==> src/rtl/evt_tmr_pkg.sv <==
package evt_tmr_pkg;

  typedef enum logic [3:0] {
    RG_NONE,
    RG_CAP_LO,
    RG_CAP_HI,
    RG_CFG_LO,
    RG_CFG_HI,
    RG_STAT_LO,
    RG_STAT_HI,
    RG_CNT_LO,
    RG_CNT_HI,
    RG_CHAN
  } reg_sel_e;

  localparam int unsigned WIN_BASE     = 256;
  localparam int unsigned WIN_SHIFT    = 5;
  localparam int unsigned CFG_BITS     = 2;
  localparam int unsigned CFG_EN_BIT   = 0;
  localparam int unsigned CFG_LEG_BIT  = 1;
  localparam logic [7:0]  CAP_REVISION = 8'h01;

  localparam logic [7:0] OFS_CAP_LO  = 8'h00;
  localparam logic [7:0] OFS_CAP_HI  = 8'h04;
  localparam logic [7:0] OFS_CFG_LO  = 8'h10;
  localparam logic [7:0] OFS_CFG_HI  = 8'h14;
  localparam logic [7:0] OFS_STAT_LO = 8'h20;
  localparam logic [7:0] OFS_STAT_HI = 8'h24;
  localparam logic [7:0] OFS_CNT_LO  = 8'hF0;
  localparam logic [7:0] OFS_CNT_HI  = 8'hF4;

endpackage

==> src/rtl/evt_tmr_dec.sv <==
module evt_tmr_dec
  import evt_tmr_pkg::*;
#(
  parameter int unsigned ADDR_W = 10,
  parameter int unsigned NUM_CH = 3
) (
  input  logic              req_valid,
  input  logic [ADDR_W-1:0] req_addr,
  output reg_sel_e          sel,
  output logic [NUM_CH-1:0] ch_hit,
  output logic [4:0]        ch_offs
);

  localparam int unsigned       IDX_W      = ADDR_W - WIN_SHIFT;
  localparam logic [ADDR_W-1:0] WIN_BASE_A = ADDR_W'(WIN_BASE);
  localparam logic [IDX_W-1:0]  WIN_BASE_I = IDX_W'(WIN_BASE >> WIN_SHIFT);
  localparam logic [IDX_W-1:0]  NUM_CH_I   = IDX_W'(NUM_CH);

  logic             aligned;
  logic             in_win;
  logic [IDX_W-1:0] win_idx;
  logic             win_ok;

  assign aligned = (req_addr[1:0] == 2'b00);
  assign in_win  = (req_addr >= WIN_BASE_A);
  assign win_idx = req_addr[ADDR_W-1:WIN_SHIFT] - WIN_BASE_I;
  assign win_ok  = req_valid && aligned && in_win && (win_idx < NUM_CH_I);
  assign ch_offs = req_addr[4:0];

  for (genvar gi = 0; gi < NUM_CH; gi++) begin : g_hit
    assign ch_hit[gi] = win_ok && (win_idx == IDX_W'(gi));
  end

  always_comb begin
    sel = RG_NONE;
    if (win_ok) begin
      sel = RG_CHAN;
    end else if (req_valid && aligned && !in_win) begin
      case (req_addr[7:0])
        OFS_CAP_LO:  sel = RG_CAP_LO;
        OFS_CAP_HI:  sel = RG_CAP_HI;
        OFS_CFG_LO:  sel = RG_CFG_LO;
        OFS_CFG_HI:  sel = RG_CFG_HI;
        OFS_STAT_LO: sel = RG_STAT_LO;
        OFS_STAT_HI: sel = RG_STAT_HI;
        OFS_CNT_LO:  sel = RG_CNT_LO;
        OFS_CNT_HI:  sel = RG_CNT_HI;
        default:     sel = RG_NONE;
      endcase
    end
  end

endmodule

==> src/rtl/evt_tmr_cnt.sv <==
module evt_tmr_cnt #(
  parameter int unsigned CNT_W = 64
) (
  input  logic             clk,
  input  logic             rst_n,
  input  logic             run,
  input  logic             wr_lo,
  input  logic             wr_hi,
  input  logic [31:0]      wdata,
  output logic [CNT_W-1:0] count
);

  localparam int unsigned HI_W = CNT_W - 32;

  logic [CNT_W-1:0] cnt_q;
  logic [CNT_W-1:0] cnt_d;
  logic             cnt_ce;

  always_comb begin
    cnt_d  = cnt_q;
    cnt_ce = 1'b0;
    if (wr_lo) begin
      cnt_d[31:0] = wdata;
      cnt_ce      = 1'b1;
    end else if (wr_hi) begin
      cnt_d[CNT_W-1:32] = wdata[HI_W-1:0];
      cnt_ce            = 1'b1;
    end else if (run) begin
      cnt_d  = cnt_q + CNT_W'(1);
      cnt_ce = 1'b1;
    end
  end

  always_ff @(posedge clk or negedge rst_n) begin
    if (!rst_n) begin
      cnt_q <= '0;
    end else if (cnt_ce) begin
      cnt_q <= cnt_d;
    end
  end

  assign count = cnt_q;

endmodule

==> src/rtl/evt_tmr_stat.sv <==
module evt_tmr_stat #(
  parameter int unsigned NUM_CH = 3
) (
  input  logic              clk,
  input  logic              rst_n,
  input  logic              run,
  input  logic              stop,
  input  logic              clr_wr,
  input  logic [NUM_CH-1:0] clr_mask,
  input  logic [NUM_CH-1:0] evt,
  output logic [NUM_CH-1:0] status,
  output logic [NUM_CH-1:0] irq_clr
);

  logic [NUM_CH-1:0] st_q, st_d;
  logic [NUM_CH-1:0] clr_q, clr_d;
  logic [NUM_CH-1:0] wipe;

  assign wipe = clr_wr ? clr_mask : '0;

  always_comb begin
    if (stop) begin
      st_d = '0;
    end else begin
      st_d = (st_q & ~wipe) | (run ? evt : '0);
    end
    clr_d = wipe & st_q;
  end

  always_ff @(posedge clk or negedge rst_n) begin
    if (!rst_n) begin
      st_q  <= '0;
      clr_q <= '0;
    end else begin
      st_q  <= st_d;
      clr_q <= clr_d;
    end
  end

  assign status  = st_q;
  assign irq_clr = clr_q;

endmodule

==> src/rtl/evt_tmr_glb.sv <==
module evt_tmr_glb
  import evt_tmr_pkg::*;
#(
  parameter int unsigned NUM_CH  = 3,
  parameter int unsigned ADDR_W  = 10,
  parameter logic [31:0] TICK_FS = 32'd10000000
) (
  input  logic                 clk,
  input  logic                 rst_n,
  input  logic                 req_valid,
  input  logic                 req_write,
  input  logic [ADDR_W-1:0]    req_addr,
  input  logic [31:0]          req_wdata,
  output logic                 rsp_valid,
  output logic [31:0]          rsp_rdata,
  output logic [63:0]          main_count,
  output logic                 count_en,
  output logic                 legacy_route,
  output logic [NUM_CH-1:0]    ch_sel,
  output logic                 ch_wr,
  output logic [4:0]           ch_offs,
  output logic [31:0]          ch_wdata,
  input  logic [NUM_CH*32-1:0] ch_rdata,
  input  logic [NUM_CH-1:0]    ch_cmp_allones,
  input  logic [NUM_CH-1:0]    ch_evt,
  output logic [NUM_CH-1:0]    ch_arm,
  output logic [NUM_CH-1:0]    ch_disarm,
  output logic [NUM_CH-1:0]    ch_irq_clr
);

  localparam logic [31:0] CAP_LO = {16'h0000, 1'b1, 1'b0, 1'b1,
                                    5'(NUM_CH - 1), CAP_REVISION};

  reg_sel_e          sel;
  logic [NUM_CH-1:0] ch_hit;
  logic              wr_any;
  logic              rd_any;

  logic [CFG_BITS-1:0] cfg_q, cfg_d;
  logic                cfg_ce;
  logic                en_rise, en_fall;
  logic [NUM_CH-1:0]   arm_q, arm_d;
  logic [NUM_CH-1:0]   disarm_q, disarm_d;
  logic [NUM_CH-1:0]   status_q;
  logic                rsp_v_q;
  logic [31:0]         rdata_q, rdata_d;
  logic [31:0]         ch_rd_or [NUM_CH+1];

  evt_tmr_dec #(.ADDR_W(ADDR_W), .NUM_CH(NUM_CH)) u_dec (
    .req_valid (req_valid),
    .req_addr  (req_addr),
    .sel       (sel),
    .ch_hit    (ch_hit),
    .ch_offs   (ch_offs)
  );

  assign wr_any = req_valid && req_write;
  assign rd_any = req_valid && !req_write;

  evt_tmr_cnt #(.CNT_W(64)) u_cnt (
    .clk   (clk),
    .rst_n (rst_n),
    .run   (cfg_q[CFG_EN_BIT]),
    .wr_lo (wr_any && (sel == RG_CNT_LO)),
    .wr_hi (wr_any && (sel == RG_CNT_HI)),
    .wdata (req_wdata),
    .count (main_count)
  );

  evt_tmr_stat #(.NUM_CH(NUM_CH)) u_stat (
    .clk      (clk),
    .rst_n    (rst_n),
    .run      (cfg_q[CFG_EN_BIT]),
    .stop     (en_fall),
    .clr_wr   (wr_any && (sel == RG_STAT_LO)),
    .clr_mask (req_wdata[NUM_CH-1:0]),
    .evt      (ch_evt),
    .status   (status_q),
    .irq_clr  (ch_irq_clr)
  );

  // global configuration: masked merge, only CFG_BITS are storage
  always_comb begin
    cfg_ce  = wr_any && (sel == RG_CFG_LO);
    cfg_d   = cfg_ce ? req_wdata[CFG_BITS-1:0] : cfg_q;
    en_rise = cfg_ce && !cfg_q[CFG_EN_BIT] &&  req_wdata[CFG_EN_BIT];
    en_fall = cfg_ce &&  cfg_q[CFG_EN_BIT] && !req_wdata[CFG_EN_BIT];
    arm_d    = en_rise ? ~ch_cmp_allones : '0;
    disarm_d = en_fall ? {NUM_CH{1'b1}} : '0;
  end

  always_ff @(posedge clk or negedge rst_n) begin
    if (!rst_n) begin
      cfg_q <= '0;
    end else if (cfg_ce) begin
      cfg_q <= cfg_d;
    end
  end

  always_ff @(posedge clk or negedge rst_n) begin
    if (!rst_n) begin
      arm_q    <= '0;
      disarm_q <= '0;
    end else begin
      arm_q    <= arm_d;
      disarm_q <= disarm_d;
    end
  end

  // channel read data merge
  assign ch_rd_or[0] = '0;
  for (genvar gi = 0; gi < NUM_CH; gi++) begin : g_rd
    assign ch_rd_or[gi+1] = ch_rd_or[gi] |
                            (ch_hit[gi] ? ch_rdata[gi*32 +: 32] : 32'h0);
  end

  always_comb begin
    rdata_d = 32'h0;
    if (rd_any) begin
      case (sel)
        RG_CAP_LO:  rdata_d = CAP_LO;
        RG_CAP_HI:  rdata_d = TICK_FS;
        RG_CFG_LO:  rdata_d = 32'(cfg_q);
        RG_STAT_LO: rdata_d = 32'(status_q);
        RG_CNT_LO:  rdata_d = main_count[31:0];
        RG_CNT_HI:  rdata_d = main_count[63:32];
        RG_CHAN:    rdata_d = ch_rd_or[NUM_CH];
        default:    rdata_d = 32'h0;
      endcase
    end
  end

  always_ff @(posedge clk or negedge rst_n) begin
    if (!rst_n) begin
      rsp_v_q <= 1'b0;
    end else begin
      rsp_v_q <= req_valid;
    end
  end

  always_ff @(posedge clk or negedge rst_n) begin
    if (!rst_n) begin
      rdata_q <= '0;
    end else if (req_valid) begin
      rdata_q <= rdata_d;
    end
  end

  assign rsp_valid    = rsp_v_q;
  assign rsp_rdata    = rdata_q;
  assign count_en     = cfg_q[CFG_EN_BIT];
  assign legacy_route = cfg_q[CFG_LEG_BIT];
  assign ch_sel       = ch_hit;
  assign ch_wr        = wr_any && (sel == RG_CHAN);
  assign ch_wdata     = req_wdata;
  assign ch_arm       = arm_q;
  assign ch_disarm    = disarm_q;

endmodule

==> config.mk <==
export PLATFORM = sky130hd
export DESIGN_NAME = evt_tmr_glb
export DESIGN_NICKNAME = d
export VERILOG_FILES = /design/src/rtl/evt_tmr_pkg.sv /design/src/rtl/evt_tmr_dec.sv /design/src/rtl/evt_tmr_cnt.sv /design/src/rtl/evt_tmr_stat.sv /design/src/rtl/evt_tmr_glb.sv
export SDC_FILE = /design/constraint.sdc
export NUM_CORES = 1
export LEC_CHECK = 0
export ABC_AREA = 1
export ABC_CLOCK_PERIOD_IN_PS = 3900
export BUFFER_PORTS_ARGS = -buffer_cell sky130_fd_sc_hd__buf_2
export CORE_MARGIN = 2
export CORE_UTILIZATION = 40
export DETAILED_ROUTE_END_ITERATION = 6
export PLACE_DENSITY = 0.73
export RECOVER_POWER = 100
export SLEW_MARGIN = 20
export SYNTH_ARGS = -nofsm -noshare
export SYNTH_HDL_FRONTEND = slang
export SYNTH_SLANG_ARGS = --single-unit
==> constraint.sdc <==
create_clock -name clk -period 3.9 [get_ports clk]
set_input_delay 0.39 -clock clk [delete_from_list [all_inputs] [get_ports clk]]
set_output_delay 0.39 -clock clk [all_outputs]
set_load 0.005 [all_outputs]
==> metrics.yaml <==
status:
  status: "finished, violations left"
  violations: "max-capacitance violations, max-slew violations"
critical_path:
  cp.required_ns: 4.20
  r2r_start: "u_cnt.count[1]"
  r2r_end: "u_cnt.count[62]"
  critPathKind: "in2reg"
  end_kind: "flop"
  start_kind: "input port"
  cp-startpoint: "req_addr[8]"
  ff2ff_path_depth: 10
  rrSetupSlack_ns: 1.37
  path_max_fanout: 21
  slowest_delay_ns: 0.97
  critPathSlowestCell: "and2_0"
  crit_arrival_ns: 3.32
  crit_chain: "clkbuf_1, inv_1, ha_1, nor2_1, nand3_1, nor2_1, and2_0, clkbuf_1, nand2_1, nand3_1, a21oi_1, nand3_1, nand2_1, nand2_1"
sta:
  post-route-min-period_ns: 3.02
  slew_headroom: -0.234
  rsz0062_at_grt: "no"
  fin_crit_sh: 0.774
  hold_viol_final: 0
  max_freq_mhz: 331
  setup_tns_ns: 0
  drv_slew: 67
  finalSetupViolations: 0
  finClkSkew_ns: 0.0106
  tightest_slew_ns: 1.85
global_routing:
  use_met1: 0.449
  overflow: 0
  globalRouteMet3Util: 0.0455
  use_met2: 0.510
  grt_pass1_vias: 9327
  grt_first_pass_wirelength_microns: 54900
  grt.busiest_layer: "met2"
  grt_max_degree: 67
  grtUsageTotal: 0.318
  antenna_found_initial: 0
floorplan:
  dieHeight_microns: 151
  start_util: 0.410
  rows: 53
  dieWidth_microns: 151
  die_area_sq_mm: 0.0229
  core_area_sq_mm: 0.0212
  num_io_pins: 297
synthesis:
  ys_top_cells_by_area: "dfrtp_1 (31%), nand2_1 (21%), nand3_1 (12%), nor2_1 (6.0%), inv_1 (4.8%)"
  avgSynthCellArea_sq_um: 6.22
  synth-async-reset-ratio: 1.00
  synth.mux.area_fraction: 0
  syn_nets: 1545
  synth-seq-cells: 109
  ys_seq_area_frac: 0.315
  synthTopCellsByCount: "nand2_1 (491), nand3_1 (207), nor2_1 (138)"
  synth_top_family_by_area: "simple AND/OR/NAND/NOR gates"
  yosysTopAreaCell: "dfrtp_1"
  synth_fa_ha_area_frac: 0.00433
  synth_cell_types: 38
  synth_top_area_frac: 0.315
  ys.flop_type: "dfrtp_1"
  synth-xor-area-share: 0.0323
  syn_area_sq_mm: 0.00867
  synth_edf_count: 0
  netlist_instances: 1394
  synthSimpleGateAreaFrac: 0.464
  synth_warnings: 0
  synth-compound-area-share: 0.0639
  synth_most_common_cell: "nand2_1"
detailed_routing:
  viasPerCell: 5.37
  vias: 10200
  drtAntennaViolNets: 0
  wl_microns: 36600
  avgRoutedWirePerCell_microns: 19.3
  drc: 0
  drt_first_pass_iters: 6
  drt_iter0_markers: 937
clocking:
  cts_resized: 0
  cts_sinks: 109
  cts_tree: "built"
  path_clk_slew_ns: 0.08
  postCtsHoldBufs: 0
  clkLatencyLatePin_ns: 0.36
  cts_buffers: 9
  max-clock-path-buffers: 2
  htreeDepth: 3
  clk_root_buffer_cell: "clkbuf_16"
  post_cts_buffers: 0
worst_hold_path:
  hold_start: "ch_cmp_allones[2]"
  hold_class: "in2reg"
  min_path_cells: 2
  holdPathEnd: "ch_arm[2]"
power:
  power_density_mw_per_mm2: 245
  ir_worst_vdd_v: 0.000173
  p_leak_nw: 5.40
  power_mw: 2.48
job:
  drv_cap: 1
placement:
  place_area_sq_mm: 0.00999
  hpwlAfterDp_microns: 28600
  port_buffers: 296
  gp_congestion: 0.958
finish:
  drive_above_1_share: 0.140
  final_nets: 1770
  fin_area_sq_mm: 0.0101
  area_growth_pct: 16.4
  diodes: 0
-- layer usage --
metal | vias to the layer above | share of wire
met4 | 0 | 0.022
met2 | 495 | 0.46
met3 | 44 | 0.084
met1 | 4753 | 0.44
li1 | 4900 | -
met5 | - | 0
-- cells by family after synthesis --
kind of cell | count (synthesis)
flops | 109
buf+inv | 214
compound gates | 105
fa+ha+maj | 3
xor+xnor | 32
simple gates | 931
-- where the power goes --
part           switching [mW]  internal [mW]  total [mW]
registers              0.0562           1.15        1.21
logic                   0.166          0.116       0.282
clock network           0.466          0.521       0.987
total                   0.689           1.79        2.48
-- cell usage in the layout, fill, tap and decap left out, types with 2 or more instances in the layout --
cell type / count
clkbuf_1: 116
nand3b_1: 5
o21ai_1: 7
nand4_1: 35
buf_1: 4
o21bai_1: 2
inv_2: 5
clkinvlp_4: 2
xnor2_1: 5
a31oi_1: 5
nand2_1: 492
nand3_2: 2
and2_1: 2
or2_1: 3
buf_2: 179
inv_6: 2
nor2_1: 140
inv_1: 113
nor3_1: 25
o21ai_0: 54
buf_4: 8
or2_0: 2
xor2_1: 27
a21oi_1: 35
clkbuf_16: 9
nand2_4: 2
nor2_2: 8
dfrtp_1: 109
nand3_1: 208
ha_1: 3
and2_0: 2
-- final cells by class --
class / instances / area [sq um]
inverters: 120 / 453
multi-input cells: 1071 / 4850
well taps: 275 / 344
clock inverters: 6 / 67.6
fillers: 2316 / 11100
flip-flops and latches: 109 / 2730
clock buffers: 10 / 239
repair buffers: 308 / 1410
-- critical path, delay by kind of cell --
kind	cells	cell delay, ns
AO/OA/AOI/OAI	1	0.05
adder cells (fa/ha/maj)	1	0.21
buffers and inverters	3	0.70
AND/OR/NAND/NOR	9	1.97
-- flip-flops by register name, indices dropped and copies added (netlist names) --
name,count
ch_disarm,1
u_stat.status,3
cfg_q,2
ch_arm,3
u_cnt.count,64
rsp_valid,1
rsp_rdata,32
u_stat.irq_clr,3
-- worst max-delay path by stage --
stage               cells past startpoint              end  slack (ns)
finish                                 14    rsp_rdata[23]        0.88
global route                           14    rsp_rdata[31]        0.53
CTS                                     9        ch_sel[0]        1.22
detailed placement                     15  u_cnt.count[57]        1.05
global placement                       15  u_cnt.count[38]        1.17
floorplan                              15  u_cnt.count[58]        1.98
-- through the flow --
step | cells | utilization | setup WS [ns] | hold slack [ns]
global placement | 1883 | 0.472 | 1.17 | 0.459
CTS | 1899 | 0.487 | 1.22 | 0.157
finish | 1899 | 0.477 | 0.883 | 0.165
detailed placement | 1883 | 0.472 | 1.05 | 0.462
global route | 1899 | 0.477 | 0.530 | 0.158
floorplan | 1394 | - | 1.98 | 0.0944
Power figures use the tool's default switching activity.
